--- src/rtl/dbgch_pkg.sv ---
package dbgch_pkg;

    typedef enum logic [2:0] {
        VERD_IDLE,
        VERD_DONE,
        VERD_UNDEF,
        VERD_TRAP_L2,
        VERD_TRAP_HYP,
        VERD_TRAP_L3
    } verdict_e;

    typedef struct packed {
        logic rx_en;
        logic tx_en;
        logic irq;
    } en_state_t;

    localparam logic [1:0] LVL_USER = 2'd0;
    localparam logic [1:0] LVL_KERN = 2'd1;
    localparam logic [1:0] LVL_HYPV = 2'd2;
    localparam logic [1:0] LVL_MON  = 2'd3;

endpackage

--- src/rtl/dbgch_access_gate.sv ---
module dbgch_access_gate
    import dbgch_pkg::*;
(
    input  logic       req_valid,
    input  logic [1:0] req_lvl,
    input  logic       lvl2_enabled,
    input  logic       lvl2_is_64,
    input  logic       lvl2_dbg_route_trap,
    input  logic       lvl2_dbg_acc_trap,
    input  logic       lvl3_present,
    input  logic       lvl3_is_64,
    input  logic       lvl3_dbg_acc_trap,
    output verdict_e   verdict
);

    logic l2_hit;
    logic l3_hit;

    always_comb begin
        l2_hit = lvl2_enabled & (lvl2_dbg_route_trap | lvl2_dbg_acc_trap);
        l3_hit = lvl3_present & lvl3_is_64 & lvl3_dbg_acc_trap;
    end

    // Priority chain per requesting level
    always_comb begin
        verdict = VERD_IDLE;
        if (req_valid) begin
            unique case (req_lvl)
                LVL_USER: verdict = VERD_UNDEF;
                LVL_KERN: begin
                    if (l2_hit && lvl2_is_64)       verdict = VERD_TRAP_L2;
                    else if (l2_hit && !lvl2_is_64) verdict = VERD_TRAP_HYP;
                    else if (l3_hit)                verdict = VERD_TRAP_L3;
                    else                            verdict = VERD_DONE;
                end
                LVL_HYPV: verdict = l3_hit ? VERD_TRAP_L3 : VERD_DONE;
                default:  verdict = VERD_DONE;
            endcase
        end
    end

endmodule

--- src/rtl/dbgch_verdict_encode.sv ---
module dbgch_verdict_encode
    import dbgch_pkg::*;
#(
    parameter int unsigned              EC_W    = 6,
    parameter logic [EC_W-1:0]          EC_CODE = 6'h05
) (
    input  verdict_e        verdict,
    output logic            acc_done,
    output logic            acc_undef,
    output logic            acc_trap,
    output logic [1:0]      trap_lvl,
    output logic            trap_hyp,
    output logic [EC_W-1:0] trap_syndrome
);

    always_comb begin
        acc_done      = 1'b0;
        acc_undef     = 1'b0;
        acc_trap      = 1'b0;
        trap_lvl      = 2'd0;
        trap_hyp      = 1'b0;
        trap_syndrome = '0;
        unique case (verdict)
            VERD_DONE:  acc_done  = 1'b1;
            VERD_UNDEF: acc_undef = 1'b1;
            VERD_TRAP_L2: begin
                acc_trap      = 1'b1;
                trap_lvl      = LVL_HYPV;
                trap_syndrome = EC_CODE;
            end
            VERD_TRAP_HYP: begin
                acc_trap      = 1'b1;
                trap_lvl      = LVL_HYPV;
                trap_hyp      = 1'b1;
                trap_syndrome = EC_CODE;
            end
            VERD_TRAP_L3: begin
                acc_trap      = 1'b1;
                trap_lvl      = LVL_MON;
                trap_syndrome = EC_CODE;
            end
            default: ;
        endcase
    end

endmodule

--- src/rtl/dbgch_enable_state.sv ---
module dbgch_enable_state
    import dbgch_pkg::*;
(
    input  logic clk,
    input  logic rst_n,
    input  logic warm_rst,
    input  logic warm_into_32,
    input  logic wr_en,
    input  logic wr_rx,
    input  logic wr_tx,
    input  logic rx_full,
    input  logic tx_full,
    output logic rx_en,
    output logic tx_en,
    output logic irq
);

    en_state_t st_d;
    en_state_t st_q;

    always_comb begin
        st_d = st_q;
        if (warm_rst) begin
            if (warm_into_32) begin
                st_d.rx_en = 1'b0;
                st_d.tx_en = 1'b0;
            end
        end else if (wr_en) begin
            st_d.rx_en = wr_rx;
            st_d.tx_en = wr_tx;
        end
        st_d.irq = (st_q.rx_en & rx_full) | (st_q.tx_en & ~tx_full);
    end

    always_ff @(posedge clk) begin
        if (!rst_n) st_q <= '0;
        else        st_q <= st_d;
    end

    assign rx_en = st_q.rx_en;
    assign tx_en = st_q.tx_en;
    assign irq   = st_q.irq;

endmodule

--- src/rtl/dbgch_irqen_reg.sv ---
module dbgch_irqen_reg
    import dbgch_pkg::*;
#(
    parameter int unsigned     DATA_W  = 32,
    parameter int unsigned     RX_BIT  = 30,
    parameter int unsigned     TX_BIT  = 29,
    parameter int unsigned     EC_W    = 6,
    parameter logic [EC_W-1:0] EC_CODE = 6'h05
) (
    input  logic              clk,
    input  logic              rst_n,
    input  logic              warm_rst,
    input  logic              warm_into_32,
    input  logic              req_valid,
    input  logic              req_write,
    input  logic [1:0]        req_lvl,
    input  logic [DATA_W-1:0] req_wdata,
    input  logic              lvl2_enabled,
    input  logic              lvl2_is_64,
    input  logic              lvl2_dbg_route_trap,
    input  logic              lvl2_dbg_acc_trap,
    input  logic              lvl3_present,
    input  logic              lvl3_is_64,
    input  logic              lvl3_dbg_acc_trap,
    input  logic              rx_full,
    input  logic              tx_full,
    output logic [DATA_W-1:0] rd_data,
    output logic              acc_done,
    output logic              acc_undef,
    output logic              acc_trap,
    output logic [1:0]        trap_lvl,
    output logic              trap_hyp,
    output logic [EC_W-1:0]   trap_syndrome,
    output logic              irq_out,
    output logic              legacy_rx,
    output logic              legacy_tx
);

    localparam logic [DATA_W-1:0] RX_SEL = DATA_W'(1) << RX_BIT;
    localparam logic [DATA_W-1:0] TX_SEL = DATA_W'(1) << TX_BIT;

    verdict_e          verdict;
    logic              rx_en;
    logic              tx_en;
    logic              wr_go;
    logic              wr_rx;
    logic              wr_tx;
    logic [DATA_W-1:0] field_word;

    dbgch_access_gate gate_i (
        .req_valid           (req_valid),
        .req_lvl             (req_lvl),
        .lvl2_enabled        (lvl2_enabled),
        .lvl2_is_64          (lvl2_is_64),
        .lvl2_dbg_route_trap (lvl2_dbg_route_trap),
        .lvl2_dbg_acc_trap   (lvl2_dbg_acc_trap),
        .lvl3_present        (lvl3_present),
        .lvl3_is_64          (lvl3_is_64),
        .lvl3_dbg_acc_trap   (lvl3_dbg_acc_trap),
        .verdict             (verdict)
    );

    dbgch_verdict_encode #(
        .EC_W    (EC_W),
        .EC_CODE (EC_CODE)
    ) enc_i (
        .verdict       (verdict),
        .acc_done      (acc_done),
        .acc_undef     (acc_undef),
        .acc_trap      (acc_trap),
        .trap_lvl      (trap_lvl),
        .trap_hyp      (trap_hyp),
        .trap_syndrome (trap_syndrome)
    );

    // Only the two enable positions of the write word matter
    always_comb begin
        wr_go = acc_done & req_write;
        wr_rx = |(req_wdata & RX_SEL);
        wr_tx = |(req_wdata & TX_SEL);
    end

    dbgch_enable_state state_i (
        .clk          (clk),
        .rst_n        (rst_n),
        .warm_rst     (warm_rst),
        .warm_into_32 (warm_into_32),
        .wr_en        (wr_go),
        .wr_rx        (wr_rx),
        .wr_tx        (wr_tx),
        .rx_full      (rx_full),
        .tx_full      (tx_full),
        .rx_en        (rx_en),
        .tx_en        (tx_en),
        .irq          (irq_out)
    );

    for (genvar b = 0; b < DATA_W; b++) begin : g_field
        if (b == RX_BIT) begin : g_rx
            assign field_word[b] = rx_en;
        end else if (b == TX_BIT) begin : g_tx
            assign field_word[b] = tx_en;
        end else begin : g_zero
            assign field_word[b] = 1'b0;
        end
    end

    assign rd_data   = (acc_done && !req_write) ? field_word : '0;
    assign legacy_rx = rx_full;
    assign legacy_tx = tx_full;

endmodule

--- config.mk ---
export PLATFORM = sky130hd
export DESIGN_NAME = dbgch_irqen_reg
export DESIGN_NICKNAME = d
export VERILOG_FILES = /design/src/rtl/dbgch_pkg.sv /design/src/rtl/dbgch_access_gate.sv /design/src/rtl/dbgch_verdict_encode.sv /design/src/rtl/dbgch_enable_state.sv /design/src/rtl/dbgch_irqen_reg.sv
export SDC_FILE = /design/constraint.sdc
export NUM_CORES = 1
export LEC_CHECK = 0
export ABC_AREA = 1
export BUFFER_PORTS_ARGS = -buffer_cell sky130_fd_sc_hd__buf_2
export CORE_MARGIN = 8
export CORE_UTILIZATION = 30
export DETAILED_ROUTE_END_ITERATION = 10
export GPL_TIMING_DRIVEN = 0
export PLACE_DENSITY_LB_ADDON = 0.08
export SYNTH_ARGS = -nofsm -noshare
export SYNTH_HDL_FRONTEND = slang
export SYNTH_SLANG_ARGS = --single-unit
--- constraint.sdc ---
create_clock -name clk -period 2.65 [get_ports clk]
set_clock_uncertainty 0.15 [all_clocks]
set_input_delay 0.1325 -clock clk [delete_from_list [all_inputs] [get_ports clk]]
set_output_delay 0.1325 -clock clk [all_outputs]
set_load 0.005 [all_outputs]
==> metrics.md, run 1 <==
| Metric | Value |
|---|---|
| Starting Density | 0.3138 |
| Peak Freq | about 650 MHz |
| Period utilisation layout | 0.5784 |
| Syn avg cell area | 6.776 sq um |
| Initial antenna violation count | 0 |
| PortBufs | 31 |
| Dpl cell area | approximately 920 sq um |
| Post-CTS setup buffer count | 0 |
| Combinational power share | 0.475 |
| P_int | about 160 uW |
| Quantity of gates resized following cts | 0 |
| Via count | between 500 and 600 |
| Sw Pwr | 72.84 uW |
| Crit Path Class | input pin to primary output |
| Remaining global-route overflow | 0 |
| Post-synthesis cell area | 603.1 sq um |
| Gpl congestion | ~0.67 |
| Core area | 1922 sq um |
| Total Routing Usage GR | 0.07161 |
| Synth Area in Compound Gates | 0.1286 |
| First-pass iteration count of the detailed router | 2 |
| Routed WL per cell | 8.245 microns |
| Post-Synth XOR/XNOR Area | 0 |
| RSZ-0062 raised after global routing | no |
| Share of layout cells above drive strength 1 | 0.5159 |
| Status | finished clean |
| Sw frac | 0.3066 |
| Clk slew on worst S/H paths | around 0.040 ns |
| Maximum capacitance violations | 0 |
| Commonest cells after routing, fill and taps aside | buf_4 (39), conb_1 (34), buf_2 (31) |
| CTS H-tree depth | 1 |
| Adder-Cell Fraction of Synth Area | 0 |
| Leakage power | between 0.6 and 0.7 nW |
| Delay-heaviest family, CP | simple AND/OR/NAND/NOR gates |
| #FFs+latches synth | 3 |
| Hold-fix buffers, CTS | 0 |
| Ports | between 90 and 100 |
| Global-route wire length before repair | roughly 2100 microns |
| Clock sinks | 3 |
| Slew Viols, Final | 0 |
| Min Tclk post-route | about 1.5 ns |
| CP startpoint kind | input pin |
| Cell Chain, Critical Path | buf_2 -> inv_1 -> nand2_2 -> nand3_1 -> nand2_1 -> nand2_1 -> nand3_1 -> o21ai_0 -> buf_4 -> buf_2 |
| Layout area overhead | 56.22% |
| Pin count of the biggest net entering global routing | 7 |
| Vias in the first global route | 550 |
| Root Buffer | clkbuf_4 |
| Final nets | 207 |
| CTS Buf Count | 3 |
| Synth unique cells | 15 |
| Crit end category | primary output |
| Via/cell ratio | 3.250 |
| Clock power share | 0.328 |
| CP max stage delay | 0.22 ns |
| CTS tree | built |
| Chip Height | approximately 61 microns |
| Post-Synth Simple-Gate Area | 0.2116 |
| Power per cell area | around 250 nW/um^2 |
| Buffer depth of the longest clock path | 2 |
| Most common cell after layout, fill and taps aside | buf_4 |
| Die width | between 60 and 70 microns |
| Crit path buf inv count | 4 |
| Post-synthesis mux area share | 0 |
| Sequential share of power | 0.197 |
| Cells after Synth | 89 |
| Worst EP required | approximately 2.4 ns |
| Final WL | 1517 microns |
| Final setup viols | 0 |
| DRT antenna net count | 0 |
| CP max stage cell | o21ai_0 |
| Layout fillers | 210 |
| Post-synthesis sequential area ratio | 0.09959 |
| FP Rows | 16 |
| Final hold vios | 0 |
| Post-detail-place hpwl | 1477 microns |
| Synth warnings | 0 |
| Post-route cell area | about 940 sq um |
| Worst vdd ir | slightly below 200 uV |
| Crit-path max FO | 6 |
| Ant diodes | 0 |
| Worst skew pair latency | roughly 0.22 ns |
| Crit path arrival time | about 1.3 ns |
| Full die area | between 3000 and 4000 sq um |
| Worst hold path class | input pin to flip-flop |
| DRC violations left | 0 |
| Setup Total Neg Slack | 0 ns |
| Largest family of logic cells by synthesized area | buffers and inverters |
| Iteration-0 DRC Markers | 6 |
[area by class of cell]
type / count / area [sq um] / share of cell area
Multi-Input combinational cell: 69 / 332.8 / 0.3533
Clock buffer: 4 / 26.28 / 0.02789
Tap cell: 27 / 33.78 / 0.03586
Sequential cell: 3 / 60.06 / 0.06374
Timing Repair Buffer: 31 / 155.1 / 0.1647
Inverter: 11 / 41.29 / 0.04382
Buffer: 39 / 292.8 / 0.3108
[state kept, by name, summed over array words and instances (netlist names)]
signal,flops
state_i.irq,1
state_i.tx_en,1
state_i.rx_en,1
[cell usage after synthesis]
library cell / instances / area share
buf_4: 39 / 0.49
inv_1: 9 / 0.056
nor2_1: 9 / 0.056
nand3_1: 8 / 0.066
nand2_1: 6 / 0.037
dfxtp_1: 3 / 0.10
nand2_2: 3 / 0.031
a21oi_1: 2 / 0.017
a21oi_4: 2 / 0.054
inv_2: 2 / 0.012
nand4_1: 2 / 0.021
a2bb2oi_1: 1 / 0.015
a31oi_4: 1 / 0.035
conb_1: 1 / 0.0062
o21ai_0: 1 / 0.0083
[power by group through the flow]
stage | clock, mW | combinational [mW] | sequential (mW)
6_report | 0.0780 | 0.113 | 0.0467
5_1_grt | 0.0869 | 0.127 | 0.0467
4_1_cts | 0.0822 | 0.110 | 0.0467
3_5_place_dp | 0 | 0.110 | 0.0474
3_3_place_gp | 0 | 0.109 | 0.0474
2_1_floorplan | 0 | 0.0837 | 0.0473
[worst paths after layout]
check	startpoint	to	slack (ns)	depth (start not counted)
worst min register to register	state_i.tx_en	state_i.tx_en	0.33	2
worst max-delay path	lvl2_dbg_route_trap	trap_syndrome[2]	1.12	10
worst min-delay path	rst_n	state_i.irq	0.01	3
worst max register to register	state_i.tx_en	state_i.irq	1.81	3
[worst register-to-register path, delay by kind of cell, from the launching register on]
kind	cells	cell delay, ns
flops	1	0.30
buf+inv	1	0.07
compound gates	1	0.16
simple gates	1	0.06
[layer usage]
metal,track usage,part of all wire
met5,0,0
met4,0.02990,0
met3,0.02966,0.15
met2,0.1433,0.52
met1,0.05910,0.33
[stage by stage]
step           std cells  worst slack [ns]  hold slack [ns]  total power, mW  utilization
2_1_floorplan        122             1.354           0.1214           0.1310            -
3_3_place_gp         180             1.105           0.2329           0.1567       0.4766
3_5_place_dp         180             1.082           0.2496           0.1575       0.4766
4_1_cts              184             1.078          0.01655           0.2392       0.4902
5_1_grt              184            0.9555          0.02885           0.2602       0.4902
6_report             184             1.117          0.01347           0.2376       0.4902
[kinds of logic after synthesis]
group | after synthesis
buffers and inverters | 50
AND/OR/NAND/NOR | 28
flip-flops | 3
AO/OA/AOI/OAI | 7
other | 1
(Power assumes the default switching activity.)
==> run 2, diff against run 1 <==
--- a/config.mk
+++ b/config.mk
@@ -5,10 +5,10 @@
 export SDC_FILE = /design/constraint.sdc
 export NUM_CORES = 1
 export LEC_CHECK = 0
-export ABC_AREA = 1
+export ABC_AREA = 0
 export BUFFER_PORTS_ARGS = -buffer_cell sky130_fd_sc_hd__buf_2
 export CORE_MARGIN = 8
-export CORE_UTILIZATION = 30
+export CORE_UTILIZATION = 24
 export DETAILED_ROUTE_END_ITERATION = 10
 export GPL_TIMING_DRIVEN = 0
 export PLACE_DENSITY_LB_ADDON = 0.08
==> constraint.sdc (replaced) <==
create_clock -name clk -period 1.35 [get_ports clk]
set_clock_uncertainty 0.15 [all_clocks]
set_input_delay 0.0675 -clock clk [delete_from_list [all_inputs] [get_ports clk]]
set_output_delay 0.0675 -clock clk [all_outputs]
set_load 0.005 [all_outputs]
==> run 2 against run 1 <==
  * Sequential power is 97% higher
  * Critical path depth is 6 lower
  * Setup slack worse by 0.95 ns
  * Total power is 91% higher
  * Hold slack hardly changed
  * Final cell count is 5.4% lower
  * Synthesized area is 7.9% lower
  * Flip-flop and latch count stayed put
  * Combinational power is 80% higher
  * Wire length is 10% higher
  * Critical endpoint is now legacy_tx
  * Largest power group unchanged
==> metrics.md, run 2 <==
| Metric | Value |
|---|---|
| Worst hold path class | input pin to flip-flop |
| Pin count of the biggest net entering global routing | 7 (unchanged) |
| Count leader, synth | buf_4 |
| Power per cell area | 474.5 nW/um^2 (+88%) |
| Quantity of gates resized following cts | 0 (unchanged) |
| Commonest cells after routing, fill and taps aside | buf_4 (39), conb_1 (34), buf_2 (31) |
| Top cells by area, synth | buf_4 (53%), dfxtp_1 (11%), nand2b_1 (4.5%) |
| Final WL | 1671 microns (+10%) |
| Via count | 586 (-2.0%) |
| CTS H-tree depth | 1 (unchanged) |
| Top FF cell, synth | dfxtp_1 |
| First-pass iteration count of the detailed router | 4 (+2) |
| Via/cell ratio | 3.368 (+3.6%) |
| CP startpoint kind | input pin |
| Post-placement worst setup slack | 0.1639 ns (-0.9181 ns) |
| Global-route wire length before repair | 2718 microns (+29%) |
| Min Tclk post-route | 1.185 ns |
| Clock sinks | 3 (unchanged) |
| Worst vdd ir | 314.6 uV (+64%) |
| Final nets | 196 (-5.3%) |
| Most common cell after layout, fill and taps aside | buf_4 |
| Die width | 64.11 microns (+5.4%) |
| Starting Density | 0.2536 (-0.06023) |
| Remaining global-route overflow | 0 (unchanged) |
| DRC violations left | 0 (unchanged) |
| Ports | 96 (unchanged) |
| Post-synthesis sequential area ratio | 0.1081 (+0.008523) |
| CTS Buf Count | 3 (unchanged) |
| Worst EP required | 1.13 ns (-1.24 ns) |
| Post-synthesis cell area | 555.5 sq um (-7.9%) |
| FFs w/ async S/R, synth | 0 (unchanged) |
| Routed WL per cell | 9.603 microns (+16%) |
| Worst skew pair latency | 0.23 ns (about the same) |
| DRT antenna net count | 0 (unchanged) |
| Final setup viols | 0 (unchanged) |
| Final WS setup | 0.1651 ns (-0.9522 ns) |
| Vias in the first global route | 601 (+9.3%) |
| CTS tree | built |
| Ant diodes | 0 (unchanged) |
| Commonest cells in the netlist | buf_4 (39), nand2_1 (4), nand2b_1 (4) |
| Total Routing Usage GR | 0.08115 (+0.009537) |
| Status | finished clean |
| Core area | 2191 sq um (+14%) |
| Initial antenna violation count | 0 (unchanged) |
| Peak Freq | around 840 MHz |
| Period utilisation layout | 0.8777 |
| Layout area overhead | 72.07% |
| #FFs+latches synth | 3 (unchanged) |
| Crit end category | primary output |
| Crit-path max FO | 2 (-4) |
| Synth unique cells | 20 (+5) |
| RSZ-0062 raised after global routing | no |
| Design Power | 453.5 uW (+91%) |
| PortBufs | 31 (unchanged) |
| Hold_ws | 0.01322 ns (-0.0002545 ns) |
| Final hold vios | 0 (unchanged) |
| Synth area leader | buf_4 |
| Setup Total Neg Slack | 0 ns (unchanged) |
| Post-CTS setup buffer count | 0 (unchanged) |
| Leakage power | 0.5867 nW (-3.9%) |
| Iteration-0 DRC Markers | 8 (+2) |
| Hold-fix buffers, CTS | 6 (+6) |
| Gpl congestion | 0.6710 (-0.12%) |
| Root Buffer | clkbuf_4 |
| Crit Path Class | input pin to primary output |
| Clk slew on worst S/H paths | 0.04 ns (about the same) |
| Synth warnings | 0 (unchanged) |
| Syn avg cell area | 7.716 sq um (+14%) |
| FP Rows | 17 (+1) |
| Maximum capacitance violations | 0 (unchanged) |
| Number of synthesized flops with an enable pin | 0 (unchanged) |
| Post-detail-place hpwl | 1426 microns (-3.5%) |
| Chip Height | 64.11 microns (+5.4%) |
| Buffer depth of the longest clock path | 2 (unchanged) |
| Cells after Synth | 72 (-19%) |
| Full die area | 4110 sq um (+11%) |
| Yosys top cell area share | 0.5270 (+0.04155) |
| Crit path arrival time | 0.97 ns (-0.28 ns) |
| Share of layout cells above drive strength 1 | 0.5342 (+0.01832) |
| Slew Viols, Final | 0 (unchanged) |
-- run 2: cell count changes after synthesis, sizes merged, moves of 2 or more --
cell,delta
nand2,-5
nand3,-4
and3b,+2
mux2i,+2
nor2,-8
nand2b,+4
a21boi,+2
inv,-11
-- run 2: critical path, cell delays in order --
cell and delay, ns:
dlygate4sd3_1 0.53, buf_2 0.13, buf_4 0.12, buf_2 0.12
-- run 2: cell type report --
cell class | count | area, sq um
Fill cell | 239 | 1235
Multi-Input combinational cell | 63 | 326.6
Buffer | 39 | 292.8
Timing Repair Buffer | 37 | 215.2
Sequential cell | 3 | 60.06
Tap cell | 28 | 35.03
Clock buffer | 4 | 26.28
-- run 2: path summary, 6_finish.rpt --
path            startpoint            end  slack [ns]  cells past startpoint
max                tx_full      legacy_tx        0.17                      4
min reg2reg  state_i.tx_en    state_i.irq        0.34                      2
max reg2reg  state_i.rx_en    state_i.irq        0.57                      2
min               warm_rst  state_i.rx_en        0.01                      4
-- run 2: cells by family after synthesis --
group,Yosys count,share of synthesized area
multiplexers,2,0.03604
buffers and inverters,39,0.5270
other,1,0.006750
AO/OA/AOI/OAI,8,0.1126
AND/OR/NAND/NOR,19,0.2095
flip-flops,3,0.1081
-- run 2: stage by stage --
| stage | instance area [sq um] | std cells | utilization |
|---|---|---|---|
| 4_1_cts | 955.9 | 174 | 0.4363 |
| 3_3_place_gp | 869.6 | 164 | 0.3969 |
| 3_5_place_dp | 869.6 | 164 | 0.3969 |
| 2_1_floorplan | 679.4 | 105 | - |
| 6_report | 955.9 | 174 | 0.4363 |
| 5_1_grt | 955.9 | 174 | 0.4363 |
-- run 2: per-layer routing --
metal | routed length [microns] | track usage | vias to the layer above
li1 | - | - | 313
met1 | 567 | 0.06773 | 232
met2 | 833 | 0.1405 | 39
met3 | 242 | 0.05923 | 2
met4 | 27 | 0.04087 | 0
met5 | 0 | 0 | -
-- run 2: report_power, final --
part           internal, mW  leakage, nW  switching [mW]  total (mW)
Combinational         0.122        0.547          0.0808       0.203
Clock                 0.111       0.0150          0.0477       0.159
Sequential           0.0909       0.0243         0.00106      0.0920
